### config.mk
export PLATFORM = sky130hd
export DESIGN_NAME = scan_ir_unit
export DESIGN_NICKNAME = d
export VERILOG_FILES = /design/src/rtl/scan_ir_pkg.sv /design/src/rtl/scan_ir_layers.sv /design/src/rtl/scan_ir_decode.sv /design/src/rtl/scan_bypass_stage.sv /design/src/rtl/scan_ir_unit.sv
export SDC_FILE = /design/constraint.sdc
export NUM_CORES = 1
export LEC_CHECK = 0
export BUFFER_PORTS_ARGS = -buffer_cell sky130_fd_sc_hd__buf_2
export CORE_AREA = 2 2 39 41
export CTS_BUF_LIST = sky130_fd_sc_hd__clkbuf_16
export DETAILED_ROUTE_END_ITERATION = 8
export DIE_AREA = 0 0 41 43
export GPL_TIMING_DRIVEN = 1
export SYNTH_ARGS = -nofsm -noshare
export SYNTH_HDL_FRONTEND = slang
export SYNTH_HIERARCHICAL = 1
export SYNTH_SLANG_ARGS = --single-unit
### constraint.sdc
create_clock -name clk -period 1.7 [get_ports clk]
set_input_delay 0.255 -clock clk [delete_from_list [all_inputs] [get_ports clk]]
set_output_delay 0.255 -clock clk [all_outputs]
set_load 0.01 [all_outputs]
### src/rtl/scan_ir_pkg.sv
package scan_ir_pkg;

    localparam int IR_W = 4;

    typedef logic [IR_W-1:0] ir_code_t;

    localparam ir_code_t OP_EXTEST = 4'b0000;
    localparam ir_code_t OP_SAMPLE = 4'b0001;
    localparam ir_code_t OP_IDENT  = 4'b0010;
    localparam ir_code_t OP_BYPASS = {IR_W{1'b1}};

    localparam ir_code_t CAPTURE_PAT = {{(IR_W-2){1'b0}}, 2'b01};

    typedef enum logic [1:0] {
        SEL_BYPASS   = 2'b00,
        SEL_BOUNDARY = 2'b01,
        SEL_IDENT    = 2'b10
    } dr_sel_e;

    typedef struct packed {
        logic    mode;
        dr_sel_e sel;
    } ir_decode_t;

    function automatic ir_code_t reset_code(input bit has_id);
        return has_id ? OP_IDENT : OP_BYPASS;
    endfunction

    function automatic ir_decode_t decode_op(input ir_code_t op, input bit has_id);
        ir_decode_t d;
        d.mode = 1'b0;
        d.sel  = SEL_BYPASS;
        if (op == OP_EXTEST) begin
            d.mode = 1'b1;
            d.sel  = SEL_BOUNDARY;
        end else if (op == OP_SAMPLE) begin
            d.sel  = SEL_BOUNDARY;
        end else if (op == OP_IDENT && has_id) begin
            d.sel  = SEL_IDENT;
        end
        return d;
    endfunction

endpackage

### src/rtl/scan_ir_layers.sv
module scan_ir_layers
    import scan_ir_pkg::*;
#(
    parameter bit HAS_ID = 1'b1
) (
    input  logic     clk,
    input  logic     rst,
    input  logic     tdi_i,
    input  logic     tlr_i,
    input  logic     capture_i,
    input  logic     shift_i,
    input  logic     update_i,
    output ir_code_t scan_o,
    output ir_code_t held_o
);

    ir_code_t scan_q;
    ir_code_t held_q;

    // scan layer: rising edge
    always_ff @(posedge clk) begin
        if (rst) begin
            scan_q <= CAPTURE_PAT;
        end else if (capture_i) begin
            scan_q <= CAPTURE_PAT;
        end else if (shift_i) begin
            scan_q <= {tdi_i, scan_q[IR_W-1:1]};
        end
    end

    // held layer: falling edge
    always_ff @(negedge clk) begin
        if (rst || tlr_i) begin
            held_q <= reset_code(HAS_ID);
        end else if (update_i) begin
            held_q <= scan_q;
        end
    end

    assign scan_o = scan_q;
    assign held_o = held_q;


    a_r2_capture_pattern: assert property (@(posedge clk) disable iff (rst)
        capture_i |=> scan_q == CAPTURE_PAT);


    a_r3_shift_in_msb: assert property (@(posedge clk) disable iff (rst)
        (shift_i && !capture_i) |=> scan_q[IR_W-1] == $past(tdi_i));


    a_r4_held_stable: assert property (@(negedge clk) disable iff (rst)
        (!update_i && !tlr_i) |=> $stable(held_q));


    a_r9_tlr_reload: assert property (@(negedge clk) disable iff (rst)
        tlr_i |=> held_q == reset_code(HAS_ID));

endmodule

### src/rtl/scan_ir_decode.sv
module scan_ir_decode
    import scan_ir_pkg::*;
#(
    parameter bit HAS_ID = 1'b1
) (
    input  ir_code_t   op_i,
    output ir_decode_t dec_o
);

    always_comb begin
        dec_o = decode_op(op_i, HAS_ID);
    end


    always_comb begin
        a_r6_mode_needs_boundary: assert (!dec_o.mode || dec_o.sel == SEL_BOUNDARY);
    end

endmodule

### src/rtl/scan_bypass_stage.sv
module scan_bypass_stage (
    input  logic clk,
    input  logic rst,
    input  logic tdi_i,
    input  logic capture_i,
    input  logic shift_i,
    output logic so_o
);

    logic byp_q;

    always_ff @(posedge clk) begin
        if (rst || capture_i) begin
            byp_q <= 1'b0;
        end else if (shift_i) begin
            byp_q <= tdi_i;
        end
    end

    assign so_o = byp_q;


    a_r7_bypass_delay: assert property (@(posedge clk) disable iff (rst)
        (shift_i && !capture_i) |=> byp_q == $past(tdi_i));


    a_r7_bypass_capture: assert property (@(posedge clk) disable iff (rst)
        capture_i |=> !byp_q);

endmodule

### src/rtl/scan_ir_unit.sv
module scan_ir_unit
    import scan_ir_pkg::*;
#(
    parameter bit HAS_ID = 1'b1
) (
    input  logic       clk,
    input  logic       rst,
    input  logic       tdi_i,
    input  logic       tlr_i,
    input  logic       ir_capture_i,
    input  logic       ir_shift_i,
    input  logic       ir_update_i,
    input  logic       dr_capture_i,
    input  logic       dr_shift_i,
    input  logic       bsr_so_i,
    input  logic       idr_so_i,
    output logic       mode_o,
    output logic [1:0] dr_sel_o,
    output logic       tdo_o
);

    ir_code_t   scan_w;
    ir_code_t   held_w;
    ir_decode_t dec_w;
    logic       byp_so_w;
    logic       dr_so_w;
    logic       tdo_q;

    scan_ir_layers #(.HAS_ID(HAS_ID)) u_layers (
        .clk       (clk),
        .rst       (rst),
        .tdi_i     (tdi_i),
        .tlr_i     (tlr_i),
        .capture_i (ir_capture_i),
        .shift_i   (ir_shift_i),
        .update_i  (ir_update_i),
        .scan_o    (scan_w),
        .held_o    (held_w)
    );

    scan_ir_decode #(.HAS_ID(HAS_ID)) u_decode (
        .op_i  (held_w),
        .dec_o (dec_w)
    );

    scan_bypass_stage u_bypass (
        .clk       (clk),
        .rst       (rst),
        .tdi_i     (tdi_i),
        .capture_i (dr_capture_i),
        .shift_i   (dr_shift_i),
        .so_o      (byp_so_w)
    );

    generate
        if (HAS_ID) begin : g_with_id
            always_comb begin
                unique case (dec_w.sel)
                    SEL_BOUNDARY: dr_so_w = bsr_so_i;
                    SEL_IDENT:    dr_so_w = idr_so_i;
                    default:      dr_so_w = byp_so_w;
                endcase
            end
        end else begin : g_no_id
            assign dr_so_w = (dec_w.sel == SEL_BOUNDARY) ? bsr_so_i : byp_so_w;
        end
    endgenerate

    // serial output registered on the falling edge
    always_ff @(negedge clk) begin
        if (rst) begin
            tdo_q <= 1'b0;
        end else if (ir_shift_i) begin
            tdo_q <= scan_w[0];
        end else if (dr_shift_i) begin
            tdo_q <= dr_so_w;
        end else begin
            tdo_q <= 1'b0;
        end
    end

    assign mode_o   = dec_w.mode;
    assign dr_sel_o = dec_w.sel;
    assign tdo_o    = tdo_q;


    a_r3_tdo_ir_lsb: assert property (@(negedge clk) disable iff (rst)
        ir_shift_i |=> tdo_q == $past(scan_w[0]));


    a_r8_tdo_idle_low: assert property (@(negedge clk) disable iff (rst)
        (!ir_shift_i && !dr_shift_i) |=> !tdo_q);

endmodule

==> results of run 1 <==
-- layout make-up --
type | count | area share (%)
Timing Repair Buffer | 21 | 16.96
Multi-Input combinational cell | 30 | 37.37
Clock inverter | 6 | 3.114
Clock buffer | 3 | 10.38
Tap cell | 16 | 2.768
Inverter | 2 | 1.038
Sequential cell | 10 | 28.37
-- how the worst max path moves through the flow --
stage          slack [ps]           to  cells past startpoint
4_1_cts              -510  dr_sel_o[1]                      2
5_1_grt              -560  dr_sel_o[1]                      2
3_3_place_gp         -190       mode_o                      2
2_1_floorplan         -90  dr_sel_o[1]                      1
6_report             -500  dr_sel_o[1]                      2
3_5_place_dp         -200       mode_o                      2
-- metrics by stage --
step	TNS (ps)	hold slack, ps	cells	instance area, um2
floorplan	-255.2	324.0	47	503.0
global placement	-598.0	424.9	79	616.8
detailed placement	-614.3	425.8	79	616.8
CTS	-1534	178.8	87	715.7
global route	-1747	185.7	88	723.2
finish	-1502	178.7	88	723.2
-- what timing repair did --
item	CTS	global route
pin swaps	1	1
buffers inserted	1	1
gates resized for setup	1	0
endpoints found under the setup margin	4	4
-- power by group --
group          switching (W)  total [W]  leakage [nW]  internal, W
logic              0.0000367  0.0000838         0.224    0.0000471
clock network       0.000134   0.000459        0.0652     0.000325
registers         0.00000615   0.000250        0.0827     0.000244
-- layer usage --
layer | GRT usage [%] | wire length [um]
met5 | 0 | 0
met4 | 10.00 | 14
met3 | 3.141 | 27
met2 | 21.25 | 495
met1 | 12.42 | 377
-- synth_stat cells --
library cell	n	share of area [%]
a221oi_1	1	1.8
clkbuf_1	1	0.79
clkbuf_2	2	2.1
dfxtp_1	10	42
ha_1	2	5.2
inv_1	4	3.1
mux2i_1	9	19
nand2_1	2	1.6
nand2b_1	1	1.3
nand3b_1	1	1.6
nor2_1	2	1.6
nor2b_1	1	1.3
nor3_1	7	7.3
nor3_2	1	2.1
nor4_2	1	2.6
nor4b_2	1	3.1
o41ai_2	1	3.4
-- state kept, by name (all words and copies together), names as in the netlist --
name and count:
u_layers/held_o 4, u_layers/scan_o 4, tdo_o 1, u_bypass/so_o 1
-- worst reg2reg max path: cells and delay by family, from the launching register on --
family / cells / cell delay [ps]
adder cells (fa/ha/maj): 1 / 290
AO/OA/AOI/OAI: 2 / 380
buffers and inverters: 4 / 350
AND/OR/NAND/NOR: 1 / 200
flip-flops: 1 / 350
-- cell usage in the layout (no fill, tap or decap), drive strengths merged --
cell	netlist	final
nor4b	1	1
nor2	2	2
nor3	8	8
inv	4	7
nor4	1	1
dfxtp	10	10
nand3b	1	1
nand2b	1	1
nand2	2	2
clkbuf	3	3
nor2b	1	1
ha	2	2
a221oi	1	1
buf	0	21
o41ai	1	1
clkinv	0	1
mux2i	9	9
-- kinds of logic (layout without fill, tap and decap cells) --
kind of cell             count (synthesis)  count (layout)  synth area share (%)
multiplexers                             9               9                 18.90
adder cells (fa/ha/maj)                  2               2                 5.249
buffers and inverters                    7              32                 6.035
AO/OA/AOI/OAI                            2               2                 5.251
flip-flops                              10              10                 41.99
AND/OR/NAND/NOR                         17              17                 22.57
==> results.md, run 1 <==
* # rows at 14
* Max VDD drop at 612.0 uV
* Routed len/inst at 10.40 um
* Worst EP required at 1440 ps
* CTS buffer count at 3
* Sequential fraction of the synthesis area at 41.99%
* Synth Warn # at 6
* CP max stage delay at 350 ps
* Crit-path slowest cell: dfxtp_2
* Final setup viols at 4
* Routed vias at 417
* CTS max path bufs at 2
* Sequential cell area at 205.2 um2
* Crit. End Element: primary output
* RSZ-0062 raised after global routing: yes
* Pre-CTS setup slack at -201.7 ps
* DR iter-0 viols at 1
* Multi-input logic area at 270.3 um2
* CP Class: reg -> out
* Die width at 41 um
* Initial core utilization at 34.45%
* Drc violations at 0
* Total Wirelength at 915 um
* Router iterations before antenna repair at 2
* Vias in the first global route at 397
* Mapped Nets at 60
* CP top delay family: flip-flops
* Clk_skew at 76.98 ps
* Final setup margin at -498.4 ps
* TritonCTS clock tree: done
* Antenna-violating nets left at 0
* Grt ovf at 0
* Initial antenna violation count at 0
* Core Footprint at 1384 um2
* GRT Util Overall at 12.82%
* Run status: finished with violations
* Failing checks: negative setup slack
* Crit-path max FO at 4
* First-pass GRT wire length at 1455 um
* Post-detail-place hpwl at 701.6 um
* RR Endpoint: tdo_o
* Hold-fix buffers, CTS at 0
* Type of origin of the critical path: flip-flop
* Worst-path clk slew at 40 ps
* Root buf cell: clkbuf_16
* R2R cell count at 8
* Worst-skew pair later-pin latency at 310 ps
* Hold_sp: dr_capture_i
* RePlAce Congestion at 0.7066
* PortBufs at 14
* CTS sink count at 10
* CP arrival at 1940 ps
* Hold Violations, Final at 0
* Total Power at 0.0007929 W
* Die Ht at 43 um
* Mean area per synthesized cell at 10.14 um2
* CP startpoint: u_layers/held_o[2]
* Max-cap violations at 0
* Critical path cell sequence: nor4b_4 > buf_2
* Layout cells sized above 1 at 45.83%
* Cells after Synth at 47
* Slew Limit Fails at 0
* Die ar. at 1763 um2
* Yosys cell types at 17
* Crit path buffers/inverters at 1
* Area grow syn2layout at 51.71%
* Largest net degree at the start of global routing at 10
* R2R Path Start: u_layers/held_o[3]
* Slew @ Worst Pin at 285.8 ps
* Final-stage net count at 86
* FF+latch count, synth at 10
* # diodes at 0
* Slew headroom at 80.95%
* Hold depth at 2
* Top Ports at 15
* Hold path endpoint: u_bypass/so_o
* Fill cells at 133
* Vias per cell at 4.739
* H-tree levels at 1
* Pwr dens at 1096 nW/um2
* Mapped Area at 476.7 um2
* Pleak at 0.3715 nW
* R2R setup slack at 10 ps
* Final core utilization at 52.26%
* Hold crit path type: in -> reg
(Power assumes the default switching activity.)
==> run 2: changes to the inputs <==
--- a/config.mk
+++ b/config.mk
@@ -5,12 +5,14 @@
 export SDC_FILE = /design/constraint.sdc
 export NUM_CORES = 1
 export LEC_CHECK = 0
+export ABC_CLOCK_PERIOD_IN_PS = 1700
 export BUFFER_PORTS_ARGS = -buffer_cell sky130_fd_sc_hd__buf_2
 export CORE_AREA = 2 2 39 41
 export CTS_BUF_LIST = sky130_fd_sc_hd__clkbuf_16
 export DETAILED_ROUTE_END_ITERATION = 8
 export DIE_AREA = 0 0 41 43
 export GPL_TIMING_DRIVEN = 1
+export PLACE_DENSITY = 0.58
 export SYNTH_ARGS = -nofsm -noshare
 export SYNTH_HDL_FRONTEND = slang
 export SYNTH_HIERARCHICAL = 1
==> run 2 against run 1 <==
Effect of this change:
- the run still ends with negative setup slack left
- routed wire length fell by 6.3%
- via count fell by 1.9%
- global-route usage did not move
- critical path depth did not move
- sequential power barely moved
- non-clock buffer count fell by 1
- clock power barely moved
- clock skew barely moved
- count of clock-buffer cells in the layout did not move
- final cell count fell by 1.1%
- final area rose by 0.35%
- largest power group unchanged
- highest routed layer is now met3
==> results.md, run 2 (synthesis results as in run 1) <==
* Fill cells at 136 (+2.3%)
* Core Footprint at 1384 um2 (unchanged)
* Vias in the first global route at 387 (-2.5%)
* Max-cap violations at 0 (unchanged)
* Commonest non-fill, non-tap cells in the layout: buf_2 (14), mux2i_1 (9), inv_1 (7)
* Post-detail-place hpwl at 683.7 um (-2.6%)
* Clk_skew at 77.10 ps (+0.1167 ps)
* Slew Limit Fails at 0 (unchanged)
* Post-route cell area at 725.7 um2 (+0.35%)
* PortBufs at 14 (unchanged)
* DR iter-0 viols at 0 (-1)
* Final std cells w/o fill at 87 (-1.1%)
* CTS max path bufs at 2 (unchanged)
* CTS sink count at 10 (unchanged)
* Routed len/inst at 9.851 um (-5.3%)
* GRT Util Overall at 12.82% (unchanged)
* First-pass GRT wire length at 1462 um (+0.48%)
* Layout cells sized above 1 at 47.89% (+2.1 points)
* Max VDD drop at 675.6 uV (+10%)
* Slew @ Worst Pin at 217.6 ps (-68.18 ps)
* Die Ht at 43 um (unchanged)
* Commonest non-fill, non-tap cell in the layout: buf_2
* Antenna-violating nets left at 0 (unchanged)
* Largest net degree at the start of global routing at 9 (-1)
* Hold Violations, Final at 0 (unchanged)
* Top Ports at 15 (unchanged)
* Die ar. at 1763 um2 (unchanged)
* Failing checks: negative setup slack
* Type of origin of the critical path: flip-flop
* Crit-path max FO at 4 (unchanged)
* Post-DP Area at 616.8 um2 (unchanged)
* Final setup viols at 4 (unchanged)
* Dpl cells at 79 (unchanged)
* Root buf cell: clkbuf_16
* Die width at 41 um (unchanged)
* Initial core utilization at 34.45% (unchanged)
* Setup TNS at -1501 ps (+1.700 ps)
* Routed vias at 409 (-1.9%)
* Worst EP required at 1440 ps (about the same)
* Total Wirelength at 857 um (-6.3%)
* Hold crit path type: in -> reg
* Grt ovf at 0 (unchanged)
* Final setup margin at -505.3 ps (-6.868 ps)
* CP Class: reg -> out
* Run status: finished with violations
* Final core utilization at 52.44% (+0.18 points)
* Final-stage net count at 85 (-1.2%)
* Router iterations before antenna repair at 1 (-1)
* # diodes at 0 (unchanged)
* TritonCTS clock tree: done
* RSZ-0062 raised after global routing: yes
* RePlAce Congestion at 0.7198 (+1.9%)
* Initial antenna violation count at 0 (unchanged)
* Hold-fix buffers, CTS at 0 (unchanged)
* Area grow syn2layout at 52.23%
* Worst-skew pair later-pin latency at 310 ps (about the same)
* Pwr dens at 1096 nW/um2 (about the same)
* Hold_ws at 180.8 ps (+2.080 ps)
* # rows at 14 (unchanged)
* Drc violations at 0 (unchanged)
* CP arrival at 1950 ps (about the same)
* H-tree levels at 1 (unchanged)
* CTS buffer count at 3 (unchanged)
* Pleak at 0.3657 nW (-1.6%)
* Vias per cell at 4.701 (-0.79%)
* Crit. End Element: primary output
* Slew headroom at 85.33% (+4.4 points)
* Worst-path clk slew at 40 ps (about the same)
==> run 2: cell types whose count changed in the layout (fill, tap and decap cells not counted) <==
cell      previous run  this run
clkinv_2             0         1
dfxtp_4              0         1
a221oi_1             1         0
dfxtp_2              4         3
a221oi_2             0         1
buf_4                7         6
clkinv_1             1         0
==> run 2: power breakdown <==
| part | internal [W] | switching, W | total (W) |
|---|---|---|---|
| Combinational | 0.0000483 | 0.0000383 | 0.0000866 |
| Sequential | 0.000243 | 0.00000591 | 0.000249 |
| Clock | 0.000327 | 0.000133 | 0.000459 |
==> run 2: path summary, 6_finish.rpt <==
| kind | from | to | slack, ps | cells past startpoint |
|---|---|---|---|---|
| max reg2reg | u_layers/held_o[1] | tdo_o | 80 | 7 |
| min | dr_capture_i | u_bypass/so_o | 180 | 2 |
| min reg2reg | u_layers/scan_o[1] | u_layers/scan_o[0] | 520 | 2 |
| max | u_layers/held_o[2] | dr_sel_o[1] | -510 | 2 |
==> run 2: layout make-up <==
type / count / area [um2] / area share (%)
clock buffers: 3 / 75.07 / 10.34
clock inverters: 6 / 23.77 / 3.276
inverters: 2 / 7.507 / 1.034
multi-input cells: 30 / 276.5 / 38.10
flip-flops and latches: 10 / 207.7 / 28.62
well taps: 16 / 20.02 / 2.759
repair buffers: 20 / 115.1 / 15.86
==> run 2: critical path, cell delays in order (launching register included) <==
cell     delay [ps]
dfxtp_2         350
nor4b_4         270
buf_2           170
==> run 2: per-stage QoR <==
step / setup slack (ps) / power, W
after floorplan: -92.14 / 0.0003257
after global placement: -193.7 / 0.0003600
after detailed placement: -195.6 / 0.0003613
after CTS: -515.3 / 0.0008051
after global routing: -540.2 / 0.0008438
final: -505.3 / 0.0007951
==> run 2: what timing repair did <==
item                                   in CTS  in global routing
buffers inserted                            1                  0
gates resized for setup                     1                  2
pin swaps                                   1                  0
endpoints found under the hold margin       0                  0
setup endpoints to repair                   4                  5
==> run 2: metal layers <==
layer	track usage, %	part of all wire, %	vias up	wire length (um)
li1	-	-	213	-
met1	14.05	43	188	369
met2	18.75	50	8	428
met3	7.853	6.9	0	59
met4	6.000	0	0	0
met5	0	0	-	0
